--- config.mk ---
export PLATFORM = sky130hd
export DESIGN_NAME = psc_ctrl
export DESIGN_NICKNAME = d
export VERILOG_FILES = /design/src/rtl/psc_pkg.sv /design/src/rtl/psc_domain_ctrl.sv /design/src/rtl/psc_module_slot.sv /design/src/rtl/psc_ctrl.sv
export SDC_FILE = /design/constraint.sdc
export NUM_CORES = 1
export LEC_CHECK = 0
export BUFFER_PORTS_ARGS = -buffer_cell sky130_fd_sc_hd__buf_2
export CORE_UTILIZATION = 48
export CTS_BUF_LIST = sky130_fd_sc_hd__clkbuf_4
export CTS_CLUSTER_SIZE = 28
export DETAILED_ROUTE_END_ITERATION = 7
export GPL_TIMING_DRIVEN = 0
export PLACE_DENSITY = 0.76
export SETUP_SLACK_MARGIN = 0.5
export SYNTH_ARGS = -nofsm -noshare
export SYNTH_HDL_FRONTEND = slang
export SYNTH_HIERARCHICAL = 1
export SYNTH_SLANG_ARGS = --single-unit
--- constraint.sdc ---
create_clock -name clk -period 2 [get_ports clk]
set_input_delay 0 -clock clk [delete_from_list [all_inputs] [get_ports clk]]
set_output_delay 0 -clock clk [all_outputs]
set_load 0.01 [all_outputs]
--- src/rtl/psc_pkg.sv ---
package psc_pkg;

  localparam int ADDR_W = 12;
  localparam int DATA_W = 32;

  // Register offsets (byte addresses, one 32-bit word per slot)
  localparam int OFS_PEND  = 'h070;
  localparam int OFS_GO    = 'h120;
  localparam int OFS_BUSY  = 'h128;
  localparam int OFS_DSTAT = 'h200;
  localparam int OFS_DCTL  = 'h300;
  localparam int OFS_MSTAT = 'h800;
  localparam int OFS_MCTL  = 'hA00;

  // Bit positions software relies on
  localparam int BIT_LRST_N = 8;
  localparam int BIT_CLK_ON = 12;
  localparam int BIT_NEXT   = 0;
  localparam int BIT_GOOD   = 8;

  typedef logic [ADDR_W-1:0] addr_t;
  typedef logic [DATA_W-1:0] word_t;

  typedef enum logic [1:0] {
    MS_SWRSTDIS = 2'd0,
    MS_SYNCRST  = 2'd1,
    MS_DISABLE  = 2'd2,
    MS_ENABLE   = 2'd3
  } mstate_t;

  typedef enum logic [1:0] {
    DS_IDLE = 2'd0,
    DS_REQ  = 2'd1,
    DS_GOOD = 2'd2,
    DS_RUN  = 2'd3
  } dfsm_t;

  function automatic addr_t slot_addr(input int base, input int idx);
    return addr_t'(base + 4 * idx);
  endfunction

endpackage

--- src/rtl/psc_domain_ctrl.sv ---
module psc_domain_ctrl
  import psc_pkg::*;
#(
  parameter int XFER_CYCLES = 4,
  parameter bit ON_AT_RESET = 1'b0
) (
  input  logic clk,
  input  logic rst,
  input  logic ctl_we,
  input  logic wr_next,
  input  logic wr_good,
  input  logic go,
  input  logic pwr_ack,
  output logic next_on,
  output logic pgood,
  output logic dom_on,
  output logic busy,
  output logic pend,
  output logic pwr_req,
  output logic commit
);

  localparam int CNT_W = $clog2(XFER_CYCLES + 1);
  localparam logic [CNT_W-1:0] LAST = CNT_W'(XFER_CYCLES - 1);

  dfsm_t            st;
  logic [CNT_W-1:0] cnt;

  assign busy   = (st != DS_IDLE);
  assign pend   = (st == DS_REQ) || (st == DS_GOOD);
  assign commit = (st == DS_RUN) && (cnt == LAST);

  always_ff @(posedge clk) begin
    if (rst) begin
      st      <= DS_IDLE;
      cnt     <= '0;
      dom_on  <= ON_AT_RESET;
      next_on <= ON_AT_RESET;
      pgood   <= 1'b0;
      pwr_req <= 1'b0;
    end else begin
      if (ctl_we) begin
        next_on <= wr_next;
        pgood   <= wr_good;
      end
      unique case (st)
        DS_IDLE: begin
          if (go) begin
            if (!dom_on && next_on) begin
              st      <= DS_REQ;
              pwr_req <= 1'b1;
            end else begin
              st  <= DS_RUN;
              cnt <= '0;
            end
          end
        end
        DS_REQ: begin
          if (pwr_ack) begin
            st      <= DS_GOOD;
            pwr_req <= 1'b0;
          end
        end
        DS_GOOD: begin
          if (pgood) begin
            st    <= DS_RUN;
            cnt   <= '0;
            pgood <= 1'b0;
          end
        end
        DS_RUN: begin
          if (cnt == LAST) begin
            st     <= DS_IDLE;
            dom_on <= next_on;
          end else begin
            cnt <= cnt + 1'b1;
          end
        end
        default: st <= DS_IDLE;
      endcase
    end
  end

  AST_REQ_HELD_UNTIL_ACK: assert property (@(posedge clk) disable iff (rst)
    (pwr_req && !pwr_ack) |=> pwr_req);
  AST_NO_REQ_WHEN_ON: assert property (@(posedge clk) disable iff (rst)
    pwr_req |-> !dom_on);
  AST_DOM_FLIPS_AT_END: assert property (@(posedge clk) disable iff (rst)
    !$stable(dom_on) |-> ($past(busy) && !busy));
  AST_GO_IGNORED_BUSY: assert property (@(posedge clk) disable iff (rst)
    (st == DS_RUN && cnt != LAST && go) |=> (st == DS_RUN && cnt == $past(cnt) + 1'b1));

endmodule

--- src/rtl/psc_module_slot.sv ---
module psc_module_slot
  import psc_pkg::*;
(
  input  logic    clk,
  input  logic    rst,
  input  logic    ctl_we,
  input  mstate_t wr_state,
  input  logic    wr_lrst_n,
  input  logic    commit,
  output mstate_t req_state,
  output mstate_t cur_state,
  output logic    lrst_n,
  output logic    clk_en,
  output logic    mrst
);

  mstate_t nxt_state;
  logic    nxt_lrst_n;

  always_comb begin
    nxt_state  = commit ? req_state : cur_state;
    nxt_lrst_n = ctl_we ? wr_lrst_n : lrst_n;
  end

  always_ff @(posedge clk) begin
    if (rst) begin
      req_state <= MS_SWRSTDIS;
      cur_state <= MS_SWRSTDIS;
      lrst_n    <= 1'b0;
      clk_en    <= 1'b0;
      mrst      <= 1'b1;
    end else begin
      if (ctl_we) begin
        req_state <= wr_state;
        lrst_n    <= wr_lrst_n;
      end
      cur_state <= nxt_state;
      clk_en    <= (nxt_state == MS_ENABLE);
      mrst      <= !nxt_lrst_n ||
                   (nxt_state == MS_SWRSTDIS) || (nxt_state == MS_SYNCRST);
    end
  end

  AST_STATE_ON_COMMIT: assert property (@(posedge clk) disable iff (rst)
    !$stable(cur_state) |-> $past(commit));
  AST_COMMIT_LANDS: assert property (@(posedge clk) disable iff (rst)
    commit |=> (cur_state == $past(req_state)));
  AST_CLK_ONLY_ENABLE: assert property (@(posedge clk) disable iff (rst)
    clk_en |-> (cur_state == MS_ENABLE));
  AST_RST_IN_RESET_STATES: assert property (@(posedge clk) disable iff (rst)
    (cur_state == MS_SWRSTDIS || cur_state == MS_SYNCRST || !lrst_n) |-> mrst);

endmodule

--- src/rtl/psc_ctrl.sv ---
module psc_ctrl
  import psc_pkg::*;
#(
  parameter int NUM_DOMAINS = 2,
  parameter int MOD_PER_DOM = 2,
  parameter int XFER_CYCLES = 4,
  parameter logic [NUM_DOMAINS-1:0] DOM_ON_RESET = 1
) (
  input  logic                                 clk,
  input  logic                                 rst,
  input  logic                                 bus_we,
  input  logic [11:0]                          bus_addr,
  input  logic [31:0]                          bus_wdata,
  output logic [31:0]                          bus_rdata,
  input  logic [NUM_DOMAINS-1:0]               pwr_ack,
  output logic [NUM_DOMAINS-1:0]               pwr_req,
  output logic [NUM_DOMAINS*MOD_PER_DOM-1:0]   mod_clk_en,
  output logic [NUM_DOMAINS*MOD_PER_DOM-1:0]   mod_rst
);

  localparam int NUM_MODS = NUM_DOMAINS * MOD_PER_DOM;

  logic [NUM_DOMAINS-1:0] d_next, d_good, d_on, d_busy, d_pend, d_commit;
  logic [NUM_DOMAINS-1:0] d_ctl_we, d_go;
  logic [NUM_MODS-1:0]    m_ctl_we, m_lrst_n;
  mstate_t                m_req [NUM_MODS];
  mstate_t                m_cur [NUM_MODS];
  word_t                  rd_nxt;
  logic                   wdata_unused;

  // Bits [5:2] of the module state field and other reserved bits are dropped
  assign wdata_unused = ^bus_wdata;

  for (genvar d = 0; d < NUM_DOMAINS; d++) begin : g_dom
    assign d_ctl_we[d] = bus_we && (bus_addr == slot_addr(OFS_DCTL, d));
    assign d_go[d]     = bus_we && (bus_addr == addr_t'(OFS_GO)) && bus_wdata[d];

    psc_domain_ctrl #(
      .XFER_CYCLES (XFER_CYCLES),
      .ON_AT_RESET (DOM_ON_RESET[d])
    ) i_dom (
      .clk     (clk),
      .rst     (rst),
      .ctl_we  (d_ctl_we[d]),
      .wr_next (bus_wdata[BIT_NEXT]),
      .wr_good (bus_wdata[BIT_GOOD]),
      .go      (d_go[d]),
      .pwr_ack (pwr_ack[d]),
      .next_on (d_next[d]),
      .pgood   (d_good[d]),
      .dom_on  (d_on[d]),
      .busy    (d_busy[d]),
      .pend    (d_pend[d]),
      .pwr_req (pwr_req[d]),
      .commit  (d_commit[d])
    );
  end

  for (genvar m = 0; m < NUM_MODS; m++) begin : g_mod
    localparam int DOM = m / MOD_PER_DOM;
    assign m_ctl_we[m] = bus_we && (bus_addr == slot_addr(OFS_MCTL, m));

    psc_module_slot i_slot (
      .clk       (clk),
      .rst       (rst),
      .ctl_we    (m_ctl_we[m]),
      .wr_state  (mstate_t'(bus_wdata[1:0])),
      .wr_lrst_n (bus_wdata[BIT_LRST_N]),
      .commit    (d_commit[DOM]),
      .req_state (m_req[m]),
      .cur_state (m_cur[m]),
      .lrst_n    (m_lrst_n[m]),
      .clk_en    (mod_clk_en[m]),
      .mrst      (mod_rst[m])
    );
  end

  always_comb begin
    rd_nxt = '0;
    if (bus_addr == addr_t'(OFS_PEND)) rd_nxt[NUM_DOMAINS-1:0] = d_pend;
    if (bus_addr == addr_t'(OFS_BUSY)) rd_nxt[NUM_DOMAINS-1:0] = d_busy;
    for (int i = 0; i < NUM_DOMAINS; i++) begin
      if (bus_addr == slot_addr(OFS_DSTAT, i)) rd_nxt[4:0] = {4'b0, d_on[i]};
      if (bus_addr == slot_addr(OFS_DCTL, i)) begin
        rd_nxt[BIT_NEXT] = d_next[i];
        rd_nxt[BIT_GOOD] = d_good[i];
      end
    end
    for (int i = 0; i < NUM_MODS; i++) begin
      if (bus_addr == slot_addr(OFS_MSTAT, i)) begin
        rd_nxt[5:0]        = {4'b0, m_cur[i]};
        rd_nxt[BIT_CLK_ON] = mod_clk_en[i];
      end
      if (bus_addr == slot_addr(OFS_MCTL, i)) begin
        rd_nxt[5:0]        = {4'b0, m_req[i]};
        rd_nxt[BIT_LRST_N] = m_lrst_n[i];
      end
    end
  end

  always_ff @(posedge clk) begin
    if (rst) bus_rdata <= '0;
    else     bus_rdata <= rd_nxt;
  end

  AST_REQ_IMPLIES_PEND: assert property (@(posedge clk) disable iff (rst)
    (pwr_req != '0) |-> ((pwr_req & ~d_pend) == '0));
  AST_PEND_IMPLIES_BUSY: assert property (@(posedge clk) disable iff (rst)
    ((d_pend & ~d_busy) == '0));

endmodule

==> results.tsv <==
stage	metric	value	unit
power	ir_worst_vdd	0.0004549	V
clock_network	path_clk_slew	0.14	ns
floorplanning	rows	28	
power	p_seq_share	38.4	%
worst_setup_path	crit_required	2.32	ns
timing	rsz0062_at_grt	yes	
timing	min_period	1.917	ns
yosys	ys_seq_area_share	33.06	%
cells_and_area	area_growth	35.33	%
yosys	syn_area	3028	um^2
routing	wire_per_inst	14.54	um
timing	finalHoldViolations	0	
floorplanning	die_w	81.43	um
timing	drv_slew	0	
yosys	synthAdderAreaFrac	5.785	%
cells_and_area	drive_above_1_share	39.73	%
job	drv_cap	0	
worst_setup_path	start_kind	register	
clock_network	clock_sinks	50	
yosys	synth_xor_xnor_area_share	0	%
power	switching_share	31.99	%
timing	setup_viol	0	
placed_design	port_buffers	32	
routing	vias	2722	
global_route	overflow	0	
yosys	yosysWarningCount	6	
yosys	synth_area_per_cell	8.906	um^2
cells_and_area	final_area	4098	um^2
routing	firstDrtPassIters	4	
clock_network	cts_tree	yes	
placed_design	dpl_cell_area	3465	um^2
worst_setup_path	path_max_fanout	4	
timing	worst_pin_slew	0.7085	ns
hold_path	worstHoldStart	bus_addr[0]	
timing	fin_setup_tns	0	ns
clock_network	htreeDepth	2	
cells_and_area	regArea	1020	um^2
power	combinationalPowerShare	41.3	%
hold_path	holdCritPathClass	in -> reg	
yosys	synth_top_family_by_area	simple AND/OR/NAND/NOR gates	
floorplanning	die_area	6630	um^2
clock_network	cts_buffer_depth	2	
yosys	synthSimpleGateAreaFrac	25.91	%
placed_design	dpl.cell_count	474	
power	intPower	0.001936	W
yosys	yosysTopAreaCellShare	33.06	%
worst_setup_path	critical_path_class	reg -> reg	
worst_setup_path	worst_setup_path_end_kind	register	
yosys	yosysTopAreaCell	dfxtp_1	
yosys	muxShareOfSynthArea	10.29	%
cells_and_area	nFillCells	481	
clock_network	cts-root-buf	clkbuf_4	
timing	fmax	521.5	MHz
timing	clock_skew	0.01026	ns
power	switching_power	0.0009107	W
cells_and_area	fin_nets	500	
floorplanning	ioPinCount	91	
power	pwr-share-clk	20.3	%
placed_design	hpwl	5109	um
worst_setup_path	crit_path_start	g_dom[0].i_dom/st[1]	
yosys	async_reset_ff_share	0	%
cells_and_area	layout_common_cells	49 x buf_4, 44 x nor2_1, 43 x dfxtp_1, 34 x buf_2, 28 x conb_1	
yosys	synth_edf_count	0	
status	status	completed	
global_route	grt_max_degree	36	
timing	fin_crit_sh	95.87	%
worst_setup_path	reg2reg_from	g_dom[0].i_dom/st[1]	
routing	viasPerCell	5.306	
power	p_leak	1.621	nW
cells_and_area	multi_input_area	2120	um^2
placed_design	routabilityCongestion	0.8926	
routing	drtIter0Drc	212	
routing	drc	0	
routing	drt-total-wl	7458	um
yosys	synth-seq-cells	50	
global_route	track_usage	22.80	%
yosys	synth_compound_area_share	13.39	%
floorplanning	dieHeight	81.43	um
cells_and_area	antennaDiodeCount	0	
yosys	synth_ff_type	dfxtp_1	
cells_and_area	final_common_cell	buf_4	
worst_setup_path	arrival	2.23	ns
power	powerDensity	694.8	nW/um^2
floorplanning	start_util	50.54	%
yosys	synthTopCellsByArea	dfxtp_1 33%, mux2i_1 9.9%, buf_4 7.4%	
routing	ant_nets	0	
clock_network	clkLatencyLatePin	0.38	ns
global_route	antenna_found_initial	0	
floorplanning	core-area	5991	um^2
timing	setup_ws	0.08258	ns
yosys	synthDistinctLibCells	61	
yosys	syn_inst	340	
cells_and_area	layoutNonFillerInstCount	513	
placed_design	post-place-ws	-0.2228	ns
global_route	grt_pass1_wl	11460	um
clock_network	cts_made_buffers	5	
timing	maxSlewHeadroom	52.64	%
global_route	grt_pass1_vias	2485	
==> through the flow <==
step	util, %	power [W]	hold WS, ns
global route	68.40	0.002997	0.02253
CTS	65.79	0.002735	0.004450
finish	68.40	0.002847	0.01454
floorplan	-	0.001673	0.06244
global placement	57.83	0.001821	0.3174
detailed placement	57.83	0.001853	0.3174
==> what timing repair did <==
action                                  4_1_cts  5_1_grt
hold buffers                                  5        0
hold endpoints to repair                      5        0
gates resized for setup                      43       24
setup buffers                                20        6
pin swaps                                    23       14
endpoints found under the setup margin       14       26
==> layer usage <==
layer | vias up | global-route usage, % | share of wire, %
met5 | - | 0 | 0
met4 | 0 | 8.393 | 2.4
met3 | 19 | 3.444 | 7.7
met2 | 111 | 38.25 | 48
met1 | 1240 | 29.46 | 42
li1 | 1352 | - | -
==> synthesized netlist by cell type, drive strengths merged (2+ instances only) <==
cell type  instances
a31oi              6
o22ai              2
nor4b              2
nor4               2
nor2b             12
and2               6
nand2             19
nor3              10
clkbuf             4
nor2              47
dfxtp             50
o211ai             5
inv               16
and3               4
a211oi             3
and3b              2
o2111ai            2
nor3b              3
a2111oi            4
ha                14
a21oi             10
buf               34
nand3              6
o21ai             10
a31o               3
nand4              6
or4b               3
or3                4
a32oi              2
or3b               4
mux2i             30
==> critical path, stage by stage (launching register included) <==
cell and delay (ns):
dfxtp_4 0.41, inv_4 0.05, ha_4 0.17, and3b_1 0.20, or4b_4 0.51, or3b_1 0.39
a21oi_2 0.13
==> registers in the layout, summed over array words and instances, names as in the netlist <==
name and flops:
g_mod.i_slot/mrst 4, g_mod.i_slot/clk_en 4, g_dom.i_dom/pgood 2, g_mod.i_slot/cur_state 8, g_dom.i_dom/pwr_req 2, g_dom.i_dom/st 4, bus_rdata 4, g_dom.i_dom/dom_on 2
g_dom.i_dom/next_on 2, g_mod.i_slot/req_state 8, g_mod.i_slot/lrst_n 4, g_dom.i_dom/cnt 6
==> power by group through the flow <==
stage	logic, W	clock network [W]	registers (W)
floorplan	0.000588	0	0.00109
global placement	0.000729	0	0.00109
detailed placement	0.000759	0	0.00109
CTS	0.00105	0.000589	0.00110
global route	0.00127	0.000626	0.00110
finish	0.00118	0.000579	0.00109
==> kinds of logic after synthesis <==
family / after synthesis
AOI/OAI and AO/OA: 54
adders and majority gates: 14
buffers and inverters: 54
DFF: 50
muxes: 31
other: 1
and+or+nand+nor: 136
==> worst paths after layout <==
| kind | endpoint | slack (ns) | cells after the start |
|---|---|---|---|
| worst max-delay path | g_dom[0].i_dom/cnt[2] | 0.08 | 6 |
| worst max register to register | g_dom[0].i_dom/cnt[2] | 0.08 | 6 |
| worst min-delay path | bus_rdata[12] | 0.01 | 3 |
| worst min register to register | g_dom[1].i_dom/cnt[2] | 0.48 | 2 |
==> area by class of cell <==
class	instances	share of cell area (%)
multi-input cells	263	51.73
inverters	16	1.649
clock buffers	5	0.9160
repair buffers	63	10.53
well taps	75	2.290
flip-flops and latches	50	24.89
plain buffers	38	7.023
clock inverters	3	0.9771
Note: power is estimated with default switching activity, not from simulation.
